## src/rtl/oe_pkg.sv

```systemverilog
package oe_pkg;
    localparam int NSLOT        = 3;
    localparam int ANC_SLOT     = 0;
    localparam int INDEX_WORD   = 2;
    localparam logic [7:0] TYPE_INDEXED = 8'h10;
    localparam int HDR_LAST     = 19;

    typedef enum logic [1:0] {PH_WAIT, PH_HDR, PH_BODY} hdr_phase_e;

    function automatic int desc_word(input int s);
        case (s)
            0:       return 7;
            1:       return 14;
            default: return 18;
        endcase
    endfunction
endpackage

```

## src/rtl/oe_hdr.sv

```systemverilog
module oe_hdr
    import oe_pkg::*;
#(
    parameter int CNT_W = 16
) (
    input  logic                          clk,
    input  logic                          rst_n,
    input  logic                          in_valid,
    input  logic [15:0]                   fld_i,
    input  logic                          in_newc,
    input  logic                          blk_i,
    output logic [NSLOT-1:0]              slot_vld_o,
    output logic [NSLOT-1:0][CNT_W-1:0]   slot_off_o,
    output logic [NSLOT-1:0][CNT_W:0]     slot_end_o,
    output logic [15:0]                   index_o,
    output logic                          index_vld_o
);
    localparam int WC_W = $clog2(HDR_LAST + 1);

    typedef struct packed {
        hdr_phase_e                     ph;
        logic [WC_W-1:0]                wcnt;
        logic [7:0]                     typ;
        logic [CNT_W-1:0]               tmp;
        logic [NSLOT-1:0]               vld;
        logic [NSLOT-1:0][CNT_W-1:0]    off;
        logic [NSLOT-1:0][CNT_W:0]      fin;
        logic [15:0]                    idx;
        logic                           idxv;
    } st_t;

    st_t st_d, st_q;

    always_comb begin
        st_d      = st_q;
        st_d.idxv = 1'b0;
        if (blk_i) begin
            st_d.ph  = PH_WAIT;
            st_d.vld = '0;
        end else if (in_valid) begin
            if (in_newc) begin
                st_d.ph   = PH_HDR;
                st_d.wcnt = WC_W'(1);
                st_d.typ  = fld_i[7:0];
                st_d.vld  = '0;
            end else if (st_q.ph == PH_HDR) begin
                if (st_q.wcnt == WC_W'(INDEX_WORD) && st_q.typ == TYPE_INDEXED) begin
                    st_d.idx  = fld_i;
                    st_d.idxv = 1'b1;
                end
                for (int s = 0; s < NSLOT; s++) begin
                    if (st_q.wcnt == WC_W'(desc_word(s)))
                        st_d.tmp = fld_i[CNT_W-1:0];
                    if (st_q.wcnt == WC_W'(desc_word(s) + 1) && st_q.tmp != '0) begin
                        st_d.vld[s] = 1'b1;
                        st_d.off[s] = fld_i[CNT_W-1:0];
                        st_d.fin[s] = {1'b0, fld_i[CNT_W-1:0]} + {1'b0, st_q.tmp};
                    end
                end
                if (st_q.wcnt == WC_W'(HDR_LAST))
                    st_d.ph = PH_BODY;
                else
                    st_d.wcnt = st_q.wcnt + 1'b1;
            end
        end
    end

    always_ff @(posedge clk) begin
        if (!rst_n) st_q <= '0;
        else        st_q <= st_d;
    end

    assign slot_vld_o  = st_q.vld;
    assign slot_off_o  = st_q.off;
    assign slot_end_o  = st_q.fin;
    assign index_o     = st_q.idx;
    assign index_vld_o = st_q.idxv;


    zero_size_skip_chk: assert property (@(posedge clk) disable iff (!rst_n)
        ((st_q.vld & ~$past(st_q.vld)) != '0) |-> ($past(st_q.tmp) != '0));


    index_type_chk: assert property (@(posedge clk) disable iff (!rst_n)
        index_vld_o |-> (st_q.typ == TYPE_INDEXED));
endmodule

```

## src/rtl/oe_lane.sv

```systemverilog
module oe_lane
    import oe_pkg::*;
#(
    parameter int CNT_W = 16
) (
    input  logic [CNT_W:0]                pos_i,
    input  logic                          present_i,
    input  logic [NSLOT-1:0]              slot_vld_i,
    input  logic [NSLOT-1:0][CNT_W-1:0]   slot_off_i,
    input  logic [NSLOT-1:0][CNT_W:0]     slot_end_i,
    input  logic [NSLOT-1:0]              starts_i,
    output logic                          hit_cur_o,
    output logic                          hit_new_o,
    output logic                          anc_cur_o,
    output logic                          anc_new_o
);
    always_comb begin
        hit_cur_o = 1'b0;
        hit_new_o = 1'b0;
        anc_cur_o = 1'b0;
        anc_new_o = 1'b0;
        for (int s = 0; s < NSLOT; s++) begin
            if (present_i && slot_vld_i[s] &&
                pos_i >= {1'b0, slot_off_i[s]} && pos_i < slot_end_i[s]) begin
                if (starts_i[s]) begin
                    hit_new_o = 1'b1;
                    if (s == ANC_SLOT) anc_new_o = 1'b1;
                end else begin
                    hit_cur_o = 1'b1;
                    if (s == ANC_SLOT) anc_cur_o = 1'b1;
                end
            end
        end
    end
endmodule

```

## src/rtl/oe_extract.sv

```systemverilog
module oe_extract
    import oe_pkg::*;
#(
    parameter int CNT_W = 16
) (
    input  logic        clk,
    input  logic        rst_n,
    input  logic        in_valid,
    input  logic [31:0] in_data,
    input  logic [1:0]  in_bc,
    input  logic        in_newc,
    input  logic        block_i,
    output logic        obj_valid_o,
    output logic [31:0] obj_data_o,
    output logic [3:0]  be_cur_o,
    output logic [3:0]  be_new_o,
    output logic        new_obj_o,
    output logic        anc_cur_o,
    output logic        anc_new_o,
    output logic [15:0] index_o,
    output logic        index_vld_o
);
    localparam int PW    = CNT_W + 1;
    localparam int LANES = 4;

    typedef struct packed {
        logic [CNT_W-1:0] cnt;
        logic             valid;
        logic [31:0]      data;
        logic [3:0]       be_cur;
        logic [3:0]       be_new;
        logic             newobj;
        logic             anc_c;
        logic             anc_n;
    } out_t;

    out_t o_d, o_q;

    logic [NSLOT-1:0]            slot_vld;
    logic [NSLOT-1:0][CNT_W-1:0] slot_off;
    logic [NSLOT-1:0][CNT_W:0]   slot_end;
    logic [NSLOT-1:0]            starts;
    logic [PW-1:0]               base, lim;
    logic                        emit;
    logic [LANES-1:0]            hit_cur, hit_new, lane_anc_c, lane_anc_n;

    oe_hdr #(.CNT_W(CNT_W)) u_hdr (
        .clk        (clk),
        .rst_n      (rst_n),
        .in_valid   (in_valid),
        .fld_i      (in_data[15:0]),
        .in_newc    (in_newc),
        .blk_i      (block_i),
        .slot_vld_o (slot_vld),
        .slot_off_o (slot_off),
        .slot_end_o (slot_end),
        .index_o    (index_o),
        .index_vld_o(index_vld_o)
    );

    assign emit = in_valid && !in_newc && !block_i;
    assign base = in_newc ? '0 : {1'b0, o_q.cnt};
    assign lim  = base + PW'(in_bc) + PW'(1);

    always_comb begin
        for (int s = 0; s < NSLOT; s++)
            starts[s] = slot_vld[s] && ({1'b0, slot_off[s]} >= base) &&
                        ({1'b0, slot_off[s]} < lim);
    end

    for (genvar i = 0; i < LANES; i++) begin : g_lane
        oe_lane #(.CNT_W(CNT_W)) u_lane (
            .pos_i     (base + PW'(i)),
            .present_i (emit && (2'(i) <= in_bc)),
            .slot_vld_i(slot_vld),
            .slot_off_i(slot_off),
            .slot_end_i(slot_end),
            .starts_i  (starts),
            .hit_cur_o (hit_cur[i]),
            .hit_new_o (hit_new[i]),
            .anc_cur_o (lane_anc_c[i]),
            .anc_new_o (lane_anc_n[i])
        );
    end

    always_comb begin
        o_d = o_q;
        if (!block_i && in_valid)
            o_d.cnt = lim[CNT_W] ? {CNT_W{1'b1}} : lim[CNT_W-1:0];
        for (int i = 0; i < LANES; i++) begin
            o_d.be_cur[LANES-1-i] = hit_cur[i];
            o_d.be_new[LANES-1-i] = hit_new[i];
        end
        o_d.newobj = |hit_new;
        o_d.valid  = |(hit_cur | hit_new);
        o_d.data   = o_d.valid ? in_data : '0;
        o_d.anc_c  = |lane_anc_c;
        o_d.anc_n  = |lane_anc_n;
    end

    always_ff @(posedge clk) begin
        if (!rst_n) o_q <= '0;
        else        o_q <= o_d;
    end

    assign obj_valid_o = o_q.valid;
    assign obj_data_o  = o_q.data;
    assign be_cur_o    = o_q.be_cur;
    assign be_new_o    = o_q.be_new;
    assign new_obj_o   = o_q.newobj;
    assign anc_cur_o   = o_q.anc_c;
    assign anc_new_o   = o_q.anc_n;


    block_quiet_chk: assert property (@(posedge clk) disable iff (!rst_n)
        block_i |=> !obj_valid_o);


    newc_quiet_chk: assert property (@(posedge clk) disable iff (!rst_n)
        (in_valid && in_newc) |=> !obj_valid_o);


    lanes_disjoint_chk: assert property (@(posedge clk) disable iff (!rst_n)
        (be_cur_o & be_new_o) == 4'h0);


    absent_lanes_chk: assert property (@(posedge clk) disable iff (!rst_n)
        obj_valid_o |-> (((be_cur_o | be_new_o) & ~(4'hF << (2'd3 - $past(in_bc)))) == 4'h0));


    needs_input_chk: assert property (@(posedge clk) disable iff (!rst_n)
        obj_valid_o |-> $past(in_valid));
endmodule

```

## config.mk

```make
export PLATFORM = sky130hd
export DESIGN_NAME = oe_extract
export DESIGN_NICKNAME = d
export VERILOG_FILES = /design/src/rtl/oe_pkg.sv /design/src/rtl/oe_hdr.sv /design/src/rtl/oe_lane.sv /design/src/rtl/oe_extract.sv
export SDC_FILE = /design/constraint.sdc
export NUM_CORES = 1
export LEC_CHECK = 0
export ABC_AREA = 1
export BUFFER_PORTS_ARGS = -buffer_cell sky130_fd_sc_hd__buf_2
export CORE_ASPECT_RATIO = 1.2
export CORE_UTILIZATION = 35
export DETAILED_ROUTE_END_ITERATION = 7
export GPL_TIMING_DRIVEN = 0
export PLACE_DENSITY_LB_ADDON = 0.05
export SLEW_MARGIN = 20
export SYNTH_ARGS = -nofsm -noshare
export SYNTH_HDL_FRONTEND = slang
export SYNTH_SLANG_ARGS = --single-unit
```

## constraint.sdc

```tcl
create_clock -name clk -period 3.91 [get_ports clk]
set_input_delay 0.1955 -clock clk [delete_from_list [all_inputs] [get_ports clk]]
set_output_delay 0.1955 -clock clk [all_outputs]
set_load 0.01 [all_outputs]
```

After elaboration in Yosys (flattened, before gate mapping)

Index checks and enable logic that the tools add are counted.

Word-level logic and storage cells: 239
Flip-flop bits (word level): 210
Input bits: 39

Equality and inequality tests: 11
Muxes and demuxes: 75
Reductions and logical operators: 80
Order comparisons: 34
Bitwise gates (word level): 6
$add $sub $neg: 10

Operators with widths:

| cell                                                                  | count |
|---|---|
| 17-bit by 16-bit greater-or-equal comparator with 1-bit output        | 9 |
| 17-bit < comparator                                                   | 9 |
| 16-bit two-way mux                                                    | 8 |
| 119-bit two-way mux                                                   | 1 |
| 16-bit by 17-bit < comparator with 1-bit output                       | 6 |
| 16-bit greater-or-equal comparator                                    | 6 |
| 17-bit two-way mux                                                    | 4 |
| 5-bit two-way mux                                                     | 13 |
| 1-bit logical AND                                                     | 53 |
| 1-bit two-way mux                                                     | 45 |
| 16-bit by 2-bit adder with 17-bit output, second input constant       | 2 |
| 5-bit equality test                                                   | 6 |
| 5-bit AND reduction                                                   | 5 |
| 16-bit by 1-bit adder with 17-bit output, second input constant       | 1 |
| 16-bit by 16-bit adder with 17-bit output                             | 1 |
| 16-bit by 2-bit adder with 17-bit output                              | 1 |
| 17-bit by 1-bit adder with 17-bit output, second input constant       | 1 |
| 16-bit nonzero test                                                   | 1 |
| 4-bit OR reduction                                                    | 4 |
| 5-bit by 2-bit adder with 5-bit output, second input constant         | 3 |
| 3-bit AND reduction                                                   | 5 |
| 7-bit two-way mux                                                     | 2 |
| 2-bit nonzero test                                                    | 5 |
| 8-bit by 5-bit equality test with 1-bit output, second input constant | 1 |
| other kinds (17)                                                      | 24 |

Depth between registers and ports, before layout

Depth in word-level cells: 15
Gate-level depth with buffers: 32

By module

From an unflattened synthesis, not the netlist that was laid out.

Cells, all modules: 3823
Area, all modules: 24953.9 sq um

Modules (own cells, without submodules):

| module                          | seq. area each (sq um) | instances | area each (sq um) | cells an instance |
|---|---|---|---|---|
| oe_lane at g_lane[1].u_lane ... | 0.0                    | 3         | 2877.8            | 489 |
| oe_hdr                          | 3002.9                 | 1         | 7656.1            | 1106 |
| oe_extract                      | 1201.2                 | 1         | 5784.3            | 756 |
| oe_lane at g_lane[0].u_lane     | 0.0                    | 1         | 2880.3            | 494 |

Worst setup path after synthesis

OpenSTA, ideal clock, no wires.

Path type: input -> register
Start point: in in_newc
End point: reg o_q (netlist bit obj_data_o[3])
Path slack: -0.079 ns
Cell stages on the path: 25
Arrival time: 3.923 ns
Path through: buf_6 clkinv_4 nand2_2 inv_1 nand2_1 nor2_1 nand2_1 nor4_1 nand2_1 nor2_1 xor2_1 nand2_1 nand2_1 ha_1 a21o_1 a211oi_1 nand2_1 a21oi_1 nand2_1 nand3_2 nor2_2 nand2_2 nand2_4 buf_12 a21oi_2

Cells in the longest elaborated chain, start to end: 15
Elaborated cells between the ends (all ways): 130

Ends and longest elaborated chain:

| item                                                                                              | RTL line          | source |
|---|---|---|
| from (decl)                                                                                       | oe_extract.sv:11  | `input logic in_newc,` |
| parallel branches: the longest is 12 deep, another holds 16-bit by 2-bit adder with 17-bit output | n/a               |  |
| 4-bit bitwise OR (*)                                                                              | oe_extract.sv:95  | `o_d.valid = \|(hit_cur \| hit_new);` |
| 4-bit OR reduction (*)                                                                            | oe_extract.sv:95  |  |
| 2-bit AND reduction (no line) (*)                                                                 | n/a               |  |
| to (signal assigned)                                                                              | oe_extract.sv:102 | `if (!rst_n) o_q <= '0;` |
| to (signal assigned)                                                                              | oe_extract.sv:103 | `else o_q <= o_d;` |
| to (decl)                                                                                         | oe_extract.sv:37  | `out_t o_d, o_q;` |

Every way passes the cells marked *.
A chain may end at the register's enable or synchronous reset.

Final worst setup path

Start point: reg o_q[47] (netlist name)
End point: reg o_q (netlist bit obj_data_o[11])

Cells in the longest elaborated chain, start to end: 14
Elaborated cells between the ends (all ways): 111

Ends and longest elaborated chain:

| item                                            | RTL line         | source |
|---|---|---|
| 16-bit two-way mux (*)                          | oe_extract.sv:62 | `assign base = in_newc ? '0 : {1'b0, o_q.cnt};` |
| 16-bit by 2-bit adder with 17-bit output        | oe_extract.sv:63 | `assign lim = base + PW'(in_bc) + PW'(1);` |
| 17-bit by 1-bit adder with 17-bit output        | oe_extract.sv:63 |  |
| 16-bit by 17-bit < comparator with 1-bit output | oe_extract.sv:68 | `({1'b0, slot_off[s]} < lim);` |
| 1-bit logical AND                               | oe_extract.sv:67 | `starts[s] = slot_vld[s] && ({1'b0, slot_off[s]} >= base) &&` |
| 1-bit two-way mux                               | oe_lane.sv:25    | `if (starts_i[s]) begin` |
| 1-bit two-way mux                               | oe_lane.sv:23    | `if (present_i && slot_vld_i[s] &&` |
| 1-bit two-way mux                               | oe_lane.sv:25    |  |
| 1-bit two-way mux                               | oe_lane.sv:23    |  |
| 1-bit two-way mux                               | oe_lane.sv:25    |  |
| 1-bit two-way mux                               | oe_lane.sv:23    |  |
| 4-bit bitwise OR (*)                            | oe_extract.sv:95 |  |
| 4-bit OR reduction (*)                          | oe_extract.sv:95 |  |
| 2-bit AND reduction (no line) (*)               | n/a              |  |

Mark *: on every way between the ends. The rest lies on a longest branch, timed or not.

==> summary.md <==
| Metric | Value |
|---|---|
| CTS tree | built |
| Final Hold Viols | 0 |
| Synth warn | 0 |
| Placed Area | 0.0214 mm^2 |
| Share of layout cells above drive strength 1 | 26.0% |
| Top post-synthesis cells by count | 516 x nand2_1, 444 x ha_1, 374 x inv_1 |
| Unrepaired setup endpoints after global routing | true |
| Port-buffer cells | 98 |
| Synth top area cells | ha_1 28%, dfxtp_1 21%, nand2_1 9.7% |
| Synth cell types | 52 |
| Core Box Area | 0.0561 mm^2 |
| Synthesized instance count | 2769 |
| Wirelength, routed | 89.7 mm |
| Total negative slack | -2260 ps |
| Total power | 0.00636 W |
| Slew HR | 27.1% |
| GPL Wtd Cong | 0.973 |
| Fin Hold WS | 22.9 ps |
| Xor/xnor share of the synthesized area | 2.42% |
| Initial drt markers | 1291 |
| Drt pass-1 iters | 6 |
| Post-Synth Simple-Gate Area | 21.1% |
| Hold WC Path Type | input port to flip-flop |
| Mean number of vias per cell | 5.41 |
| EDFF count, synth | 0 |
| Final setup viols | 33 |
| Critical path fanouts, max | 7 |
| WHS Path Cells | 3 |
| Reg2reg setup slack | -90 ps |
| Area of the multi-input gates | 0.0161 mm^2 |
| Hold EP | obj_data_o[7]$_SDFF_PN0_ |
| Die width | 220 um |
| Post-synthesis adder-cell area fraction | 28.0% |
| Ports | 100 |
| Crit Path Class | flip-flop to flip-flop |
| CTS sink count | 210 |
| Max stage delay on crit path | 350 ps |
| Failing checks | setup timing |
| First-pass GRT wire length | 128 mm |
| Most common cell in the netlist | nand2_1 |
| Max-Cap Viols | 0 |
| Total GRT Usage | 30.3% |
| Synth Register Bits | 210 |
| Min Tclk post-route | 4000 ps |
| CP Launch Type | flip-flop |
| Die area | 0.0579 mm^2 |
| Worst path slowest cell | dfxtp_2 |
| Worst reg2reg path depth | 29 |
| Post-synth net total | 3253 |
| ANT nets after route | 0 |
| Remaining Overflow, GRT | 0 |
| Die Y | 263 um |
| Final worst slack | -92.4 ps |
| Largest net degree at the start of global routing | 14 |
| Number of remaining DRC errors | 0 |
| Row cnt | 95 |
| Clock Tree Buf Depth | 3 |
| Leak pwr | 13.1 nW |
| Hold_sp | in_data[7] |
| Worst skew pair latency | 570 ps |
| Max VDD drop | 0.319 mV |
| Area share of the leading cell type in the synthesized netlist | 27.9% |
| Worst slew pin tran | 1090 ps |
| Proportion of synthesized area in mux cells | 0% |
| Clock H-tree levels | 1 |
| Initial antenna violation count | 0 |
| CTS Buf Count | 25 |
| Compound-Gate Fraction of Synth Area | 16.4% |
| Cell Area, Synth | 0.0199 mm^2 |
| Critical Path AT | 4440 ps |
| Vias in the first global route | 20046 |
| DR WL/cell | 23.4 um |
| Setup Skew | 16.4 ps |
| Starting Density | 35.5% |
| Critical Path RT | 4350 ps |
| Root Driver | clkbuf_16 |
| Mean Syn Cell Area | 7.20 um^2 |
| Area growth syn-to-layout | 34.2% |
| Final instance area | 0.0268 mm^2 |
| Layout fillers | 5477 |
| DP HPWL | 68.6 mm |
| Critical Path Most Common Cell | nand2_1 |
| Fin. max-slew vios | 0 |
| F_max | 250 MHz |
| Clock-pin slew on the worst setup and hold paths | 60 ps |
| Post-synthesis async set-or-reset flop share | 0% |
| Outcome | complete, but fails checks |
| Final net count | 3567 |
| RR Startpoint | o_q[47]$_SDFFE_PN0P_ |
| Tcrit/Tclk final | 102% |
| Worst setup EP type | flip-flop |
| Cell taking the most area after synthesis | ha_1 |
| Synth Flop Type | dfxtp_1 |
| PD cells | 238 mW/mm^2 |
| Register area | 0.00422 mm^2 |
| Reg-to-reg endpoint | obj_data_o[11]$_SDFF_PN0_ |
| Via count | 20716 |
| Largest family of logic cells by synthesized area | adder cells |
| Register area share after synthesis | 21.1% |
[state kept, by name, indices dropped and copies added (netlist names), 3 cells and up]
name and flops:
u_hdr.slot_end_o 51, u_hdr.slot_off_o 48, obj_data_o 32, u_hdr.st_q 31, o_q 16, u_hdr.index_o 16, be_cur_o 4, be_new_o 4
u_hdr.slot_vld_o 3
[timing repair]
action | 4_1_cts | 5_1_grt
cloned | 1 | 2
hold buffers | 19 | 0
setup endpoints to repair | 44 | 34
hold endpoints to repair | 22 | 0
pin swaps | 94 | 124
gates resized for setup | 358 | 198
setup buffers | 117 | 48
[layout by cell type, fill, tap and decap left out, types with 13 or more instances in the layout]
cell             n
nor2_4          50
a21oi_1        262
nand2_2         63
nand4_1         37
buf_2          101
nand2_1        433
buf_6           19
nor2_1         155
inv_1          338
a211oi_1        37
inv_2           21
nand3_2         23
o211ai_1        13
o21ai_0        153
a21oi_2         43
buf_4          183
clkbuf_16       27
ha_4            41
nand2_4         25
nand3_1         71
ha_1           401
buf_12          30
nor2_2          28
dfxtp_1        202
nor3_1          38
xor2_4          31
clkinvlp_4      15
dlygate4sd3_1   19
clkbuf_1        46
[where the power goes]
group / switching, W / leakage, nW / internal [W]
clock network: 0.00104 / 0.392 / 0.00139
registers: 0.0000219 / 1.70 / 0.00216
logic: 0.00115 / 11.0 / 0.000611
total: 0.00221 / 13.1 / 0.00416
[cells by family after synthesis]
logic type,after synthesis
AND/OR/NAND/NOR,985
buffers and inverters,497
XOR/XNOR,55
flip-flops,210
AO/OA/AOI/OAI,577
adder cells (fa/ha/maj),445
[worst max-delay path by stage]
stage,start,to,slack (ps)
after CTS,o_q[45]$_SDFFE_PN0P_,obj_data_o[15]$_SDFF_PN0_,-20
after detailed placement,o_q[44]$_SDFFE_PN0P_,obj_data_o[18]$_SDFF_PN0_,-2820
after global routing,o_q[47]$_SDFFE_PN0P_,obj_data_o[15]$_SDFF_PN0_,-200
after floorplan,in_newc,obj_data_o[3]$_SDFF_PN0_,70
after global placement,o_q[44]$_SDFFE_PN0P_,obj_data_o[14]$_SDFF_PN0_,-2850
final,o_q[47]$_SDFFE_PN0P_,obj_data_o[11]$_SDFF_PN0_,-90
[worst max-delay path, delay by kind of cell, from the launching register on]
family	cells	cell delay, ps
adders and majority gates	1	270
buffers and inverters	9	990
xor gates and xnor gates	1	240
DFF	1	350
and+or+nand+nor	15	1670
AOI/OAI and AO/OA	3	330
[metrics by stage]
step,std cells,worst slack (ps),utilization (%)
3_5_place_dp,3597,-2820,38.1
6_report,3828,-92.4,47.7
4_1_cts,3778,-22.1,45.1
3_3_place_gp,3594,-2850,38.0
2_1_floorplan,2769,66.5,-
5_1_grt,3827,-197,47.7
[per-layer routing]
metal | wire length [um] | vias to the layer above | share of wire (%) | GRT usage, %
li1 | - | 9934 | - | -
met1 | 36000 | 9889 | 40 | 36.2
met5 | 0 | - | 0 | 0
met4 | 7370 | 0 | 8.2 | 19.6
met3 | 3880 | 212 | 4.3 | 2.32
met2 | 42500 | 681 | 47 | 51.7
[layout make-up]
class                      count  area share (%)
multi-input combinational   2062            60.3
sequential                   210            15.8
timing repair buffer         287            8.83
inverter                     384            5.70
tap                          727            3.40
buffer                       113            2.87
clock buffer                  33            2.60
clock inverter                11           0.496
antenna                        1         0.00935
No activity file was read; power rests on OpenSTA's default activity.
